--- src/rtl/pdw_pkg.sv ---
// Shared types and constants for the power-down wakeup sequencer.
// Assumes three external interrupt channels; source codes depend on that count.
package pdw_pkg;
    localparam int NUM_EXT = 3;
    localparam int SRC_W   = 3;
    localparam logic [SRC_W-1:0] SRC_KBD = SRC_W'(NUM_EXT);
    localparam logic [SRC_W-1:0] SRC_RST = SRC_W'(NUM_EXT + 1);
    localparam logic [7:0] CTRL_POR_VAL  = 8'h10;
    localparam logic [7:0] CTRL_KEEP_MSK = 8'h10;

    typedef enum logic [2:0] {
        ST_RUN,
        ST_IDLE,
        ST_PDOWN,
        ST_STAB,
        ST_RHOLD
    } pdw_state_e;
endpackage

--- src/rtl/pdw_ctrl_reg.sv ---
// Power-control register. Bit 0 requests idle, bit 1 requests power-down,
// bit 4 is the power-on flag; all other bits are plain read/write storage.
// Assumes the sequencer raises clr_req only while writes are blocked.
module pdw_ctrl_reg
    import pdw_pkg::*;
(
    input  logic       clk,
    input  logic       por_n,
    input  logic       rst_n,
    input  logic       wr_en,
    input  logic [7:0] wr_data,
    input  logic       clr_req,
    output logic [7:0] rd_data,
    output logic       pd_req,
    output logic       idle_req
);
    logic [7:0] ctrl_q;

    // Holds register state: power-on value, system-reset mask, auto-clear, write.
    always_ff @(posedge clk) begin
        if (!por_n) begin
            ctrl_q <= CTRL_POR_VAL;
        end else if (!rst_n) begin
            ctrl_q <= ctrl_q & CTRL_KEEP_MSK;
        end else if (clr_req) begin
            ctrl_q[1:0] <= 2'b00;
        end else if (wr_en) begin
            ctrl_q <= {wr_data[7:2], wr_data[1], wr_data[0] & ~wr_data[1]};
        end
    end

    assign rd_data  = ctrl_q;
    assign pd_req   = ctrl_q[1];
    assign idle_req = ctrl_q[0];

    assert_pd_wins_R4: assert property (@(posedge clk) disable iff (!por_n || !rst_n)
        (wr_en && wr_data[1:0] == 2'b11 && !clr_req) |=> (pd_req && !idle_req));

    assert_pof_kept_R2: assert property (@(posedge clk) disable iff (!por_n)
        (!rst_n) |=> (rd_data[4] == $past(rd_data[4])));
endmodule

--- src/rtl/pdw_wake_detect.sv ---
// Wake-source detector. Evaluates each interrupt channel, the keypad compare
// and the reset-pin rising edge, then picks one source by fixed priority.
// Assumes force_level is high only while the block is powered down.
module pdw_wake_detect
    import pdw_pkg::*;
#(
    parameter int KBD_W = 8
) (
    input  logic               clk,
    input  logic               rst_all_n,
    input  logic               force_level,
    input  logic [NUM_EXT-1:0] ext_pin,
    input  logic [NUM_EXT-1:0] ext_en,
    input  logic [NUM_EXT-1:0] ext_hi,
    input  logic [NUM_EXT-1:0] ext_edge,
    input  logic [KBD_W-1:0]   kbd_pin,
    input  logic [KBD_W-1:0]   kbd_mask,
    input  logic [KBD_W-1:0]   kbd_pattern,
    input  logic               kbd_ie,
    input  logic               rst_pin,
    output logic               hit_any,
    output logic [SRC_W-1:0]   hit_src
);
    localparam int NSRC = NUM_EXT + 2;

    logic [NUM_EXT-1:0] act_now;
    logic [NUM_EXT-1:0] act_prev;
    logic [NUM_EXT-1:0] ext_hit;
    logic               rst_prev;
    logic               kbd_hit;
    logic               rst_hit;
    logic [NSRC-1:0]    hit_vec;

    assign act_now = ~(ext_pin ^ ext_hi);

    // Remembers last-cycle activity for edge detection on every input.
    always_ff @(posedge clk) begin
        if (!rst_all_n) begin
            act_prev <= '0;
            rst_prev <= 1'b0;
        end else begin
            act_prev <= act_now;
            rst_prev <= rst_pin;
        end
    end

    generate
        for (genvar i = 0; i < NUM_EXT; i++) begin : g_ext
            // Level sense when forced or level-configured; otherwise needs a transition.
            assign ext_hit[i] = ext_en[i] & act_now[i]
                              & (force_level | ~ext_edge[i] | ~act_prev[i]);

            assert_edge_needs_change_R5: assert property (@(posedge clk) disable iff (!rst_all_n)
                (!force_level && ext_edge[i] && act_now[i] && act_prev[i]) |-> !ext_hit[i]);
        end
    endgenerate

    assign kbd_hit = kbd_ie & (|kbd_mask) & ~(|((kbd_pin ^ kbd_pattern) & kbd_mask));
    assign rst_hit = rst_pin & ~rst_prev;
    assign hit_vec = {rst_hit, kbd_hit, ext_hit};
    assign hit_any = |hit_vec;

    // Fixed-priority encoder: reset, then interrupt 0 upward, then keypad.
    always_comb begin
        hit_src = SRC_KBD;
        for (int i = NUM_EXT - 1; i >= 0; i--) begin
            if (ext_hit[i]) hit_src = SRC_W'(i);
        end
        if (rst_hit) hit_src = SRC_RST;
    end

    assert_kbd_gated_R7: assert property (@(posedge clk) disable iff (!rst_all_n)
        (hit_any && hit_src == SRC_KBD) |-> (kbd_ie && kbd_mask != '0));
endmodule

--- src/rtl/pdw_seq.sv ---
// Sleep/wake state machine with the shared stabilization counter.
// Assumes hit_any/hit_src come from the detector of the same clock domain.
module pdw_seq
    import pdw_pkg::*;
#(
    parameter int CNT_W = 10
) (
    input  logic             clk,
    input  logic             rst_all_n,
    input  logic             pd_req,
    input  logic             idle_req,
    input  logic             hit_any,
    input  logic [SRC_W-1:0] hit_src,
    input  logic             rst_pin,
    output logic             osc_en,
    output logic             cpu_clk_en,
    output logic             in_pd,
    output logic             clr_req,
    output logic             wake_valid,
    output logic [SRC_W-1:0] wake_src
);
    pdw_state_e       st_q, st_nx;
    logic [CNT_W-1:0] cnt_q;
    logic             cnt_full;
    logic [SRC_W-1:0] src_q;
    logic             valid_q;
    logic             release_now;

    assign cnt_full = &cnt_q;

    // Chooses the next state and flags the cycle in which the clock is released.
    always_comb begin
        st_nx       = st_q;
        release_now = 1'b0;
        case (st_q)
            ST_RUN: begin
                if (pd_req)        st_nx = ST_PDOWN;
                else if (idle_req) st_nx = ST_IDLE;
            end
            ST_IDLE: begin
                if (hit_any) begin
                    if (hit_src == SRC_RST) begin
                        st_nx = ST_RHOLD;
                    end else begin
                        st_nx       = ST_RUN;
                        release_now = 1'b1;
                    end
                end
            end
            ST_PDOWN: begin
                if (hit_any) st_nx = ST_STAB;
            end
            ST_STAB: begin
                if (cnt_full) begin
                    if (src_q == SRC_RST && rst_pin) begin
                        st_nx = ST_RHOLD;
                    end else begin
                        st_nx       = ST_RUN;
                        release_now = 1'b1;
                    end
                end
            end
            ST_RHOLD: begin
                if (!rst_pin) begin
                    st_nx       = ST_RUN;
                    release_now = 1'b1;
                end
            end
            default: st_nx = ST_RUN;
        endcase
    end

    // Advances the state register.
    always_ff @(posedge clk) begin
        if (!rst_all_n) st_q <= ST_RUN;
        else            st_q <= st_nx;
    end

    // Clears the hold counter in power-down and counts up to all-ones while stabilizing.
    always_ff @(posedge clk) begin
        if (!rst_all_n)                      cnt_q <= '0;
        else if (st_q == ST_PDOWN)           cnt_q <= '0;
        else if (st_q == ST_STAB && !cnt_full) cnt_q <= cnt_q + 1'b1;
    end

    // Latches the winning source when a sleep ends.
    always_ff @(posedge clk) begin
        if (!rst_all_n) begin
            src_q <= '0;
        end else if ((st_q == ST_PDOWN || st_q == ST_IDLE) && hit_any) begin
            src_q <= hit_src;
        end
    end

    // Produces the one-cycle wake pulse aligned with the clock release.
    always_ff @(posedge clk) begin
        if (!rst_all_n) valid_q <= 1'b0;
        else            valid_q <= release_now;
    end

    assign cpu_clk_en = (st_q == ST_RUN);
    assign osc_en     = (st_q != ST_PDOWN);
    assign in_pd      = (st_q == ST_PDOWN);
    assign clr_req    = release_now;
    assign wake_valid = valid_q;
    assign wake_src   = src_q;

    assert_osc_on_wake_R9: assert property (@(posedge clk) disable iff (!rst_all_n)
        (st_q == ST_PDOWN && hit_any) |=> (osc_en && !cpu_clk_en));

    assert_count_step_R9: assert property (@(posedge clk) disable iff (!rst_all_n)
        (st_q == ST_STAB && !cnt_full) |=>
            (st_q == ST_STAB && cnt_q == $past(cnt_q) + 1'b1));

    assert_release_flag_R10: assert property (@(posedge clk) disable iff (!rst_all_n)
        $rose(cpu_clk_en) |-> wake_valid);

    assert_pulse_once_R10: assert property (@(posedge clk) disable iff (!rst_all_n)
        wake_valid |=> !wake_valid);

    assert_reset_hold_R8: assert property (@(posedge clk) disable iff (!rst_all_n)
        (st_q == ST_RHOLD && rst_pin) |=> !cpu_clk_en);
endmodule

--- src/rtl/pd_wake_seq.sv ---
// Top of the power-down wakeup sequencer: register, detector and state machine.
// Assumes all inputs are synchronous to clk; the register is writable only
// while the CPU clock runs.
module pd_wake_seq
    import pdw_pkg::*;
#(
    parameter int CNT_W = 10,
    parameter int KBD_W = 8
) (
    input  logic               clk,
    input  logic               por_n,
    input  logic               rst_n,
    input  logic               reg_we,
    input  logic [7:0]         reg_wdata,
    output logic [7:0]         reg_rdata,
    input  logic [NUM_EXT-1:0] ext_int_pin,
    input  logic [NUM_EXT-1:0] ext_int_en,
    input  logic [NUM_EXT-1:0] ext_int_hi,
    input  logic [NUM_EXT-1:0] ext_int_edge,
    input  logic [KBD_W-1:0]   kbd_pin,
    input  logic [KBD_W-1:0]   kbd_mask,
    input  logic [KBD_W-1:0]   kbd_pattern,
    input  logic               kbd_ie,
    input  logic               ext_rst_pin,
    output logic               osc_en,
    output logic               cpu_clk_en,
    output logic               in_powerdown,
    output logic               wake_valid,
    output logic [SRC_W-1:0]   wake_src
);
    logic             rst_all_n;
    logic             pd_req, idle_req, clr_req;
    logic             hit_any;
    logic [SRC_W-1:0] hit_src;
    logic             wr_ok;

    assign rst_all_n = por_n & rst_n;
    assign wr_ok     = reg_we & cpu_clk_en;

    pdw_ctrl_reg u_ctrl (
        .clk      (clk),
        .por_n    (por_n),
        .rst_n    (rst_n),
        .wr_en    (wr_ok),
        .wr_data  (reg_wdata),
        .clr_req  (clr_req),
        .rd_data  (reg_rdata),
        .pd_req   (pd_req),
        .idle_req (idle_req)
    );

    pdw_wake_detect #(.KBD_W(KBD_W)) u_detect (
        .clk         (clk),
        .rst_all_n   (rst_all_n),
        .force_level (in_powerdown),
        .ext_pin     (ext_int_pin),
        .ext_en      (ext_int_en),
        .ext_hi      (ext_int_hi),
        .ext_edge    (ext_int_edge),
        .kbd_pin     (kbd_pin),
        .kbd_mask    (kbd_mask),
        .kbd_pattern (kbd_pattern),
        .kbd_ie      (kbd_ie),
        .rst_pin     (ext_rst_pin),
        .hit_any     (hit_any),
        .hit_src     (hit_src)
    );

    pdw_seq #(.CNT_W(CNT_W)) u_seq (
        .clk        (clk),
        .rst_all_n  (rst_all_n),
        .pd_req     (pd_req),
        .idle_req   (idle_req),
        .hit_any    (hit_any),
        .hit_src    (hit_src),
        .rst_pin    (ext_rst_pin),
        .osc_en     (osc_en),
        .cpu_clk_en (cpu_clk_en),
        .in_pd      (in_powerdown),
        .clr_req    (clr_req),
        .wake_valid (wake_valid),
        .wake_src   (wake_src)
    );

    assert_pd_entry_R3: assert property (@(posedge clk) disable iff (!rst_all_n)
        (cpu_clk_en && pd_req) |=> (in_powerdown && !osc_en));

    assert_bits_cleared_R11: assert property (@(posedge clk) disable iff (!rst_all_n)
        wake_valid |-> (reg_rdata[1:0] == 2'b00));
endmodule

--- config.mk ---
export PLATFORM = sky130hd
export DESIGN_NAME = pd_wake_seq
export DESIGN_NICKNAME = d
export VERILOG_FILES = /design/src/rtl/pdw_pkg.sv /design/src/rtl/pdw_ctrl_reg.sv /design/src/rtl/pdw_wake_detect.sv /design/src/rtl/pdw_seq.sv /design/src/rtl/pd_wake_seq.sv
export SDC_FILE = /design/constraint.sdc
export NUM_CORES = 1
export LEC_CHECK = 0
export ABC_AREA = 1
export BUFFER_PORTS_ARGS = -buffer_cell sky130_fd_sc_hd__buf_2
export CAP_MARGIN = 20
export CORE_ASPECT_RATIO = 1.4
export CORE_UTILIZATION = 43
export DETAILED_ROUTE_END_ITERATION = 6
export PLACE_DENSITY = 0.85
export SLEW_MARGIN = 25
export SYNTH_ARGS = -nofsm -noshare
export SYNTH_HDL_FRONTEND = slang
export SYNTH_SLANG_ARGS = --single-unit
--- constraint.sdc ---
create_clock -name clk -period 1.6 [get_ports clk]
set_input_delay 0.16 -clock clk [delete_from_list [all_inputs] [get_ports clk]]
set_output_delay 0.16 -clock clk [all_outputs]
set_load 0.01 [all_outputs]
-- Word level (Yosys, flattened, before mapping)
Index checks and enable logic that the tools add are counted.
- output and inout port bits: 15
- flip-flop bits (word level): 29
- logic and storage cells: 92
- mux-type cells: 19
- bitwise gates (word level): 35
- eq/ne operators: 12
- reductions and logical operators: 16
- add/sub/neg operators: 1
- operators with widths (operator ; number):
    two-way mux 3 bit ; 9
    OR reduction 8 bit ; 2
    case mux 3 bit (5 select lines) ; 1
    NOT 1 bit ; 13
    AND 1 bit ; 12
    adder 10 x 1 -> 10 bit, second input constant ; 1
    AND reduction 10 bit ; 1
    equality test 3 bit, second input constant ; 3
    AND 8 bit ; 1
    XOR 8 bit ; 1
    equality test 3 x 2 -> 1 bit, second input constant ; 2
    two-way mux 1 bit ; 6
    inequality test 2 x 1 -> 1 bit, second input constant ; 3
    bitwise OR 1 bit ; 6
    AND reduction 5 bit ; 1
    OR reduction 5 bit ; 1
    two-way mux 2 bit ; 2
    AND reduction 2 bit ; 2
    equality test 3 x 1 -> 1 bit, second input constant ; 1
    logical AND 1 bit ; 3
    logical NOT 3 bit ; 1
    inequality test 3 x 1 -> 1 bit, second input constant ; 1
    inequality test 3 x 2 -> 1 bit, second input constant ; 1
    NOT 3 bit ; 1
    other kinds (8) ; 8

-- Logic depth before layout (Yosys ltp)
Gate-level depths: netlist (run 1).
- depth after elaboration: 14
- gate-level depth with buffers: 11

-- Cells and area by module
A second synthesis (run 1) with hierarchy kept.
- cell total of the unflattened synthesis: 304
- area, all modules: 1853.0 um^2
- by module, submodules not included (module ; area each (um^2) ; cells an instance ; instances):
    pdw_seq ; 984.7 ; 155 ; 1
    pdw_wake_detect ; 485.5 ; 95 ; 1
    pdw_ctrl_reg ; 367.9 ; 50 ; 1
    pd_wake_seq ; 15.0 ; 4 ; 1

-- Worst setup path after synthesis (run 1)
No wires, ideal clock.
- path type: reg-to-reg
- start: register u_seq.cnt_q[0]
- end: register u_seq.st_q[1]
- cell stages (with the launch flop): 11
- slack: 162 ps
- arrival time: 1323 ps
- period minus slack after synthesis: 1438 ps
- setup time: 115 ps
- buffers on the path: 0
- cell sequence: dfxtp_1 > ha_1 > nand3_1 > nor2_2 > nand2_2 > nand2_4 > inv_4 > nor2_2 > nand3_1 > nand2_1 > nor2_1
- word-level cells in the longest chain between the ends: 3
- RTL lines (what ; RTL line ; source):
    start, declared ; pdw_seq.sv:23 ; logic [CNT_W-1:0] cnt_q;
    start signal, assigned ; pdw_seq.sv:83 ; else if (st_q == ST_STAB && !cnt_full) cnt_q <= cnt_q + 1'b1;
    AND reduction 10 bit ; pdw_seq.sv:29 ; assign cnt_full = &cnt_q;
    inequality test 2 x 1 -> 1 bit (no line) ; -- ;
    AND reduction 5 bit (no line) ; -- ;
    end signal, assigned ; pdw_seq.sv:76 ; else st_q <= st_nx;
    end, declared ; pdw_seq.sv:22 ; pdw_state_e st_q, st_nx;
Every way passes these cells.
A chain may end at the register's enable or synchronous reset.

-- Worst setup path after layout (run 1)
- start: register u_seq.cnt_q[0]
- end: register u_seq.st_q[2]
Same word-level chain as after synthesis.

==> qor.yml, run 1 <==
seqPwrFrac: 0.445
period_share: 0.9344
die_x_um: 54.24
grt_max_degree: 14
track_usage: 0.2080
grt_pass1_vias: 1635
final_core_util: 0.5903
ys_seq_area_frac: 0.3534
cts_num_sinks: 29
fmax_mhz: 668.9
start_util: 0.4509
cts_tree: "done"
dpl-instance-area_um2: 2004
drc: 0
critPathMaxFanout: 8
coreArea_um2: 3643
setup_tns_ns: 0
gp_congestion: 0.8172
crit_arrival_ns: 1.71
grt.overflow.total: 0
num_vias: 1812
power_density_nw_per_um2: 795.2
crit_top_cell: "nand3_1"
power.leakage_nw: 1.087
power.switching_mw: 0.4828
drive_gt1_frac: 0.3242
path_cells: "ha_2, nand3_1, nor2_2, nand2_2, nand2_4, inv_4, nor2_4, nand3_1, a21oi_1"
relSlewSlack: 0.7655
dp_hpwl_mm: 2.978
setup_viol: 0
die_area_um2: 4075
final_area_um2: 2151
drt_iter0_drc: 46
routed_wl_mm: 3.829
slowest_stage: "dfxtp_2"
drtPass1Iterations: 4
intPower_mw: 1.228
root_buffer: "clkbuf_8"
yosys_warnings: 0
min_period_ns: 1.495
io_buffer_count: 64
p_total_mw: 1.710
antenna_found_initial: 0
outcome: "complete, no violations"
finalHoldViolations: 0
max_cap_viol_count: 0
h-tree-depth: 2
path_clk_slew_ns: 0.06
cts_buffers: 5
io_pins: 65
slew_viol_final: 0
clockBufferDepth: 2
antenna_cells: 0
crit_family: "simple AND/OR/NAND/NOR gates"
syn-num-nets: 305
grt_first_pass_wirelength_mm: 6.168
path_buf_inv: 1
synthToLayoutAreaGrowth_pct: 30.92
max_stage_delay_ns: 0.34
synth_cell_types: 30
worstPathRequired_ns: 1.81
crit_path_end_kind: "register"
nNetsFinal: 378
p_sw_frac: 0.2823
crit_type: "reg -> reg"
synth_area_um2: 1643
combPwrFrac: 0.195
ir_worst_vdd_mv: 0.6309
insertion_delay_ns: 0.29
p_clk_frac: 0.360
cp-start-kind: "register"
drtAntennaViolNets: 0
tightest_slew_ns: 0.3514
wl_per_cell_um: 10.38
postSynthCellCount: 254
rows: 26
hold_class: "in -> reg"
fp.dieH_um: 75.14
viasPerCell: 4.911
ys_seq_elements: 29
syn_area_per_cell_um2: 6.468
fin_skew_ns: 0.003597
[registers in the layout, indices dropped and copies added (netlist names)]
name               flops
u_seq.wake_src         3
u_ctrl.rd_data         8
u_seq.st_q             3
u_detect.act_prev      3
u_seq.wake_valid       1
u_detect.rst_prev      1
u_seq.cnt_q           10
[cell families after synthesis]
family / count (synthesis) / synth area share
buffers and inverters: 50 / 0.1226
and+or+nand+nor: 136 / 0.3839
adders and majority gates: 1 / 0.007615
AOI/OAI and AO/OA: 36 / 0.1219
DFF: 29 / 0.3534
xor gates and xnor gates: 2 / 0.01066
[worst paths after layout]
check | start | endpoint | slack (ns) | cells past startpoint
max | u_seq.cnt_q[0] | u_seq.st_q[2] | 0.10 | 9
min | por_n | u_ctrl.rd_data[4] | 0.07 | 2
max reg2reg | u_seq.cnt_q[0] | u_seq.st_q[2] | 0.10 | 9
min reg2reg | u_ctrl.rd_data[4] | u_ctrl.rd_data[4] | 0.46 | 2
[routing by layer]
layer / GRT usage / part of all wire / up-vias
met5: 0 / 0 / -
met4: 0.09972 / 0.020 / 0
met3: 0.06667 / 0.040 / 5
met2: 0.3902 / 0.58 / 33
met1: 0.1938 / 0.37 / 829
li1: - / - / 945
[synthesized netlist by cell type (all sizes together)]
library cell,n,area (µm²)
ha,1,12.51
nor3,4,36.29
clkbuf,1,3.750
o21bai,1,7.510
nor2,27,118.9
a21oi,22,110.1
dfxtp,29,580.6
o211a,2,20.02
inv,46,175.2
o21a,2,15.01
o22ai,1,6.260
or2,1,6.260
xnor2,2,17.52
nand3,32,175.2
o21ai,7,35.03
nand2,69,274.0
buf,3,22.52
nand3b,1,7.510
nand4,2,12.51
a31oi,1,6.260
[layout by cell type (no fill, tap or decap), types with 2 or more instances in the layout]
master,netlist,layout
a21oi_1,22,21
buf_2,0,64
buf_4,3,6
clkbuf_8,0,6
dfxtp_1,29,25
dfxtp_2,0,4
inv_1,40,40
inv_2,5,5
nand2_1,65,65
nand2_2,3,3
nand3_1,29,27
nand3_2,3,5
nand4_1,2,2
nor2_1,22,22
nor2_2,4,3
nor2_4,1,2
nor3_1,2,2
o211a_1,2,2
o21a_1,2,2
o21ai_0,5,5
xnor2_1,2,2
[repair_timing]
item                       CTS  global route
hold buffers                 0             0
setup endpoints to repair    0             9
buffers inserted             0             4
gates resized for setup      0            10
hold endpoints to repair     0             0
[worst reg2reg max path, cell delays in order, from the launching register on]
cell and delay (ns):
dfxtp_2 0.34, ha_2 0.18, nand3_1 0.10, nor2_2 0.17, nand2_2 0.10, nand2_4 0.12, inv_4 0.07, nor2_4 0.13
nand3_1 0.09, a21oi_1 0.13
[metrics by stage]
step | setup WS, ns | hold WS (ns) | instances
4_1_cts | 0.05382 | 0.06921 | 365
5_1_grt | -0.002337 | 0.07855 | 369
2_1_floorplan | 0.1615 | 0.2441 | 254
6_report | 0.1049 | 0.07427 | 369
3_5_place_dp | 0.06770 | 0.3726 | 358
3_3_place_gp | 0.1335 | 0.3621 | 358
[area by class of cell]
type / instances / area (µm²)
Clock buffer: 7 / 86.33
Fill cell: 360 / 1493
Inverter: 46 / 175.2
Multi-Input combinational cell: 175 / 885.9
Sequential cell: 29 / 585.6
Tap cell: 42 / 52.55
Timing Repair Buffer: 70 / 365.4
[power by group through the flow]
stage	Sequential, mW	Combinational, mW	Clock [mW]
3_3_place_gp	0.776	0.317	0
6_report	0.762	0.333	0.616
5_1_grt	0.765	0.377	0.659
2_1_floorplan	0.780	0.202	0
3_5_place_dp	0.776	0.323	0
4_1_cts	0.761	0.325	0.627
Power figures use the tool's default switching activity.
==> inputs of run 2 (changes only) <==
--- a/config.mk
+++ b/config.mk
@@ -9,9 +9,9 @@
 export BUFFER_PORTS_ARGS = -buffer_cell sky130_fd_sc_hd__buf_2
 export CAP_MARGIN = 20
 export CORE_ASPECT_RATIO = 1.4
-export CORE_UTILIZATION = 43
+export CORE_UTILIZATION = 30
 export DETAILED_ROUTE_END_ITERATION = 6
-export PLACE_DENSITY = 0.85
+export PLACE_DENSITY = 0.66
 export SLEW_MARGIN = 25
 export SYNTH_ARGS = -nofsm -noshare
 export SYNTH_HDL_FRONTEND = slang
==> qor.yml, run 2 (same netlist as run 1, synthesis figures left out) <==
regMostFlops: "u_seq.cnt_q"
num_vias: 1795  # -0.94%
tightest_slew_ns: 0.3145  # -0.03690 ns
setup_ws_ns: 0.1148  # +0.009884 ns
cts_buffers: 5  # unchanged
largest_reg_flops: 10  # unchanged
gp_congestion: 0.7185  # -12%
max_cap_viol_count: 0  # unchanged
crit_path_end_kind: "register"
rows: 31  # +19%
pre_cts_ws_ns: 0.07331  # +0.005604 ns
drc: 0  # unchanged
slew_viol_final: 0  # unchanged
coreArea_um2: 5236  # +44%
drt_iter0_drc: 51  # +11%
crit_arrival_ns: 1.66  # -0.05 ns
path_cells: "ha_4, nand3_2, nor2_2, nand2_2, nand2_4, nor3_4, nand3_2, o21ai_2, a21oi_1"
insertion_delay_ns: 0.28  # about the same
drtAntennaViolNets: 0  # unchanged
h-tree-depth: 2  # unchanged
crit_family: "simple AND/OR/NAND/NOR gates"
routed_wl_mm: 4.008  # +4.7%
fmax_mhz: 673.3  # +0.67%
cts_num_sinks: 29  # unchanged
cp-start-kind: "register"
fp.dieH_um: 89.56  # +19%
path_clk_slew_ns: 0.06  # about the same
power.leakage_nw: 1.111  # +2.2%
synthToLayoutAreaGrowth_pct: 35.64
path_buf_inv: 0  # -1
dp_hpwl_mm: 3.226  # +8.3%
setup_viol: 0  # unchanged
root_buffer: "clkbuf_8"
grt_first_pass_wirelength_mm: 6.699  # +8.6%
nFillCells: 603  # +68%
cts_tree: "done"
track_usage: 0.1498  # -0.05826
io_buffer_count: 64  # unchanged
max_stage_delay_ns: 0.34  # about the same
final_common_cell: "nand2_1"
period_share: 0.9282  # -0.006177
io_pins: 65  # unchanged
start_util: 0.3137  # -0.1372
antenna_cells: 0  # unchanged
clockBufferDepth: 2  # unchanged
multi_input_area_um2: 897.1  # +1.3%
finalHoldViolations: 0  # unchanged
outcome: "complete, no violations"
min_period_ns: 1.485  # -0.009884 ns
ir_worst_vdd_mv: 0.4657  # -26%
power_density_nw_per_um2: 794.2  # -0.12%
fin_skew_ns: 0.004218  # +0.0006209 ns
crit_type: "reg -> reg"
grt_pass1_vias: 1674  # +2.4%
die_area_um2: 5780  # +42%
critPathMaxFanout: 4  # -4
grt.overflow.total: 0  # unchanged
grt_max_degree: 14  # unchanged
register_area_um2: 584.3  # -0.21%
drive_gt1_frac: 0.3323  # +0.008167
place_inst: 386  # +7.8%
viasPerCell: 4.521  # -7.9%
worstPathRequired_ns: 1.77  # -0.04 ns
crit_top_cell: "nand3_2"
final_cells: 397  # +7.6%
relSlewSlack: 0.7892  # +0.02371
nNetsFinal: 381  # +0.79%
drtPass1Iterations: 4  # unchanged
most-common-layout-cells: "nand2_1, buf_2, inv_1"
antenna_found_initial: 0  # unchanged
hold_class: "in -> reg"
wl_per_cell_um: 10.10  # -2.7%
slowest_stage: "dfxtp_1"
die_x_um: 64.54  # +19%
## run 2: report_power, final
group	leakage [nW]	total (mW)	switching [mW]	internal, mW
sequential	0.237	0.762	0.0159	0.746
combinational	0.820	0.345	0.194	0.151
clock	0.0542	0.663	0.275	0.388
## run 2: cell type report
| class | count | share of cell area |
|---|---|---|
| multi-input combinational | 175 | 0.4026 |
| sequential | 29 | 0.2622 |
| timing repair buffer | 73 | 0.1741 |
| inverter | 46 | 0.07861 |
| clock buffer | 7 | 0.04323 |
| tap | 66 | 0.03706 |
| clock inverter | 1 | 0.002246 |
## run 2: path summary, 6_finish.rpt
check / start / end / slack, ns / depth (start not counted)
setup / recovery: u_seq.cnt_q[1] / u_seq.cnt_q[7] / 0.11 / 9
setup reg to reg: u_seq.cnt_q[1] / u_seq.cnt_q[7] / 0.11 / 9
hold reg to reg: u_ctrl.rd_data[3] / u_ctrl.rd_data[3] / 0.46 / 2
hold / removal: por_n / u_ctrl.rd_data[4] / 0.08 / 2
## run 2: per-layer routing
| layer | vias to the layer above | global-route usage | wire (µm) |
|---|---|---|---|
| met3 | 6 | 0.04082 | 148 |
| met1 | 812 | 0.1543 | 1623 |
| met2 | 27 | 0.2794 | 2165 |
| li1 | 950 | - | - |
| met4 | 0 | 0.07071 | 70 |
| met5 | - | 0 | 0 |
## run 2: metrics by stage
stage | TNS (ns) | total power [mW] | area, µm² | hold slack (ns) | util
after floorplan | 0 | 0.9818 | 1643 | 0.2441 | -
after global placement | 0 | 1.112 | 2064 | 0.3608 | 0.3943
after detailed placement | 0 | 1.118 | 2064 | 0.3742 | 0.3943
after CTS | 0 | 1.786 | 2166 | 0.07164 | 0.4136
after global routing | -0.02060 | 1.875 | 2228 | 0.07981 | 0.4256
final | 0 | 1.770 | 2228 | 0.08309 | 0.4256
## run 2: what timing repair did
action / in CTS / in global routing
gates resized for setup: 0 / 10
hold buffers: 0 / 0
endpoints found under the hold margin: 0 / 0
setup buffers: 0 / 3
endpoints found under the setup margin: 0 / 5
==> inputs of run 3 (changes only) <==
--- a/config.mk
+++ b/config.mk
@@ -12,6 +12,7 @@
 export CORE_UTILIZATION = 30
 export DETAILED_ROUTE_END_ITERATION = 6
 export PLACE_DENSITY = 0.66
+export SETUP_SLACK_MARGIN = 0.5
 export SLEW_MARGIN = 25
 export SYNTH_ARGS = -nofsm -noshare
 export SYNTH_HDL_FRONTEND = slang
==> qor.yml, run 3 (same netlist as run 1, synthesis figures left out) <==
die_x_um: 64.54  # unchanged
nNetsFinal: 392  # +2.9%
r2r-start: "u_seq.st_q[0]"
relSlewSlack: 0.7349  # -0.05432
min_from: "por_n"
hold_end: "u_ctrl.rd_data[4]"
slowest_stage: "dfxtp_4"
fp.dieH_um: 89.56  # unchanged
drive_gt1_frac: 0.4591  # +0.1267
path_cells: "inv_4, nand3_4, nand2_1, nand2_2, nand3_2, nor2_4, nand2_4, nand2_2, nand2_1, a21oi_2"
viasPerCell: 4.596  # +1.6%
io_pins: 65  # unchanged
drc: 0  # unchanged
root_buffer: "clkbuf_8"
p_total_mw: 1.855  # +4.8%
most-common-layout-cells: "buf_2, nand2_1, inv_1"
grt_max_degree: 10  # -4
min_path_cells: 2  # unchanged
max_cap_viol_count: 0  # unchanged
finalHoldViolations: 0  # unchanged
period_share: 0.8831  # -0.04509
grt.overflow.total: 0  # unchanged
h-tree-depth: 2  # unchanged
regMostFlops: "u_seq.cnt_q"
worstPathRequired_ns: 1.82  # +0.05 ns
tightest_slew_ns: 0.3967  # +0.08223 ns
gp_congestion: 0.8385  # +17%
final_common_cell: "buf_2"
clockBufferDepth: 2  # unchanged
critPathMaxFanout: 5  # +1
power_density_nw_per_um2: 725.4  # -8.7%
drt_iter0_drc: 30  # -41%
synthToLayoutAreaGrowth_pct: 55.67
grt_setup_unrepaired: "yes"
dp_hpwl_mm: 3.191  # -1.1%
hold_class: "in -> reg"
path_clk_slew_ns: 0.07  # about the same
timing.hold.ws_ns: 0.08292  # -0.0001610 ns
cts_buffers: 5  # unchanged
fin_skew_ns: 0.007333  # +0.003115 ns
io_buffer_count: 64  # unchanged
cp-start-kind: "register"
drtPass1Iterations: 4  # unchanged
setup_viol: 0  # unchanged
crit_arrival_ns: 1.63  # -0.03 ns
wl_per_cell_um: 10.78  # +6.8%
setup_tns_ns: 0  # unchanged
fmax_mhz: 707.7  # +5.1%
drtAntennaViolNets: 0  # unchanged
routed_wl_mm: 4.399  # +9.8%
cts_tree: "done"
crit_path_end_kind: "register"
num_vias: 1875  # +4.5%
r2r_slack_ns: 0.19  # +0.07 ns
die_area_um2: 5780  # unchanged
start_util: 0.3137  # unchanged
cts_num_sinks: 29  # unchanged
reg2reg_to: "u_seq.wake_src[2]"
outcome: "complete, no violations"
power.leakage_nw: 1.204  # +8.3%
antenna_cells: 0  # unchanged
min_period_ns: 1.413  # -0.07214 ns
hold_buffers: 0  # unchanged
grt_first_pass_wirelength_mm: 7.314  # +9.2%
track_usage: 0.1653  # +0.01551
nFillCells: 517  # -14%
grt_pass1_vias: 1832  # +9.4%
r2r_cells: 10  # +1
rows: 31  # unchanged
insertion_delay_ns: 0.29  # about the same
max_stage_delay_ns: 0.39  # +0.05 ns
coreArea_um2: 5236  # unchanged
ir_worst_vdd_mv: 0.4003  # -14%
antenna_found_initial: 0  # unchanged
crit_type: "reg -> reg"
largest_reg_flops: 10  # unchanged
slew_viol_final: 0  # unchanged
-- run 3: changes by cell type in the layout (fill, tap and decap cells not counted), moves of 4 or more --
cell     delta
nand3_1     -9
inv_2       -4
a21oi_1    -11
nand2_2     +9
a21oi_2    +11
nand2_1    -12
dfxtp_4     +4
o21ai_1     +4
nand3_2     +6
buf_4       +4
buf_6       +8
-- run 3: cell type report --
class,count,area (µm²),share of cell area
Clock buffer,8,90.09,0.03523
Inverter,46,192.7,0.07534
Multi-Input combinational cell,175,1089,0.4256
Sequential cell,29,598.1,0.2339
Tap cell,66,82.58,0.03229
Timing Repair Buffer,83,498.0,0.1947
Timing Repair inverter,1,7.507,0.002935
-- run 3: how the worst max path moves through the flow --
stage                               from  slack, ns           endpoint
final                      u_seq.st_q[0]       0.19  u_seq.wake_src[2]
after global routing       u_seq.st_q[0]       0.09  u_ctrl.rd_data[0]
after CTS                 u_seq.cnt_q[0]       0.19     u_seq.cnt_q[7]
after detailed placement  u_seq.cnt_q[0]       0.17     u_seq.cnt_q[8]
after global placement    u_seq.cnt_q[0]       0.19      u_seq.st_q[1]
after floorplan           u_seq.cnt_q[1]       0.26     u_seq.cnt_q[8]
-- run 3: stage by stage --
stage          instances  setup slack (ns)  utilization  instance area [µm²]
2_1_floorplan        254            0.2648            -                 1737
3_3_place_gp         382            0.1907       0.4057                 2125
3_5_place_dp         382            0.1691       0.4057                 2125
4_1_cts              403            0.1940       0.4676                 2449
5_1_grt              408           0.08678       0.4884                 2557
6_report             408            0.1870       0.4884                 2557
-- run 3: timing repair --
action	CTS	global route
endpoints found under the setup margin	28	28
buffers inserted	12	5
resized for setup	33	20
pin swaps	17	11
gates cloned	1	0
-- run 3: critical path: cells and delay by family, from the launching register on --
kind            cells  cell delay, ns
flops               1            0.39
simple gates        8            0.78
buf+inv             1            0.05
compound gates      1            0.11
-- run 3: where the power goes --
part / switching (mW) / total [mW] / leakage (nW) / internal [mW]
combinational: 0.251 / 0.460 / 0.919 / 0.209
sequential: 0.0210 / 0.763 / 0.239 / 0.742
clock: 0.282 / 0.632 / 0.0455 / 0.350
total: 0.554 / 1.86 / 1.20 / 1.30
-- run 3: layer usage --
layer  vias up  track usage  part of all wire
li1        976            -                 -
met1       847       0.1503              0.36
met2        36       0.3177              0.57
met3        16      0.04592             0.036
met4         0       0.1091             0.038
met5         -            0                 0
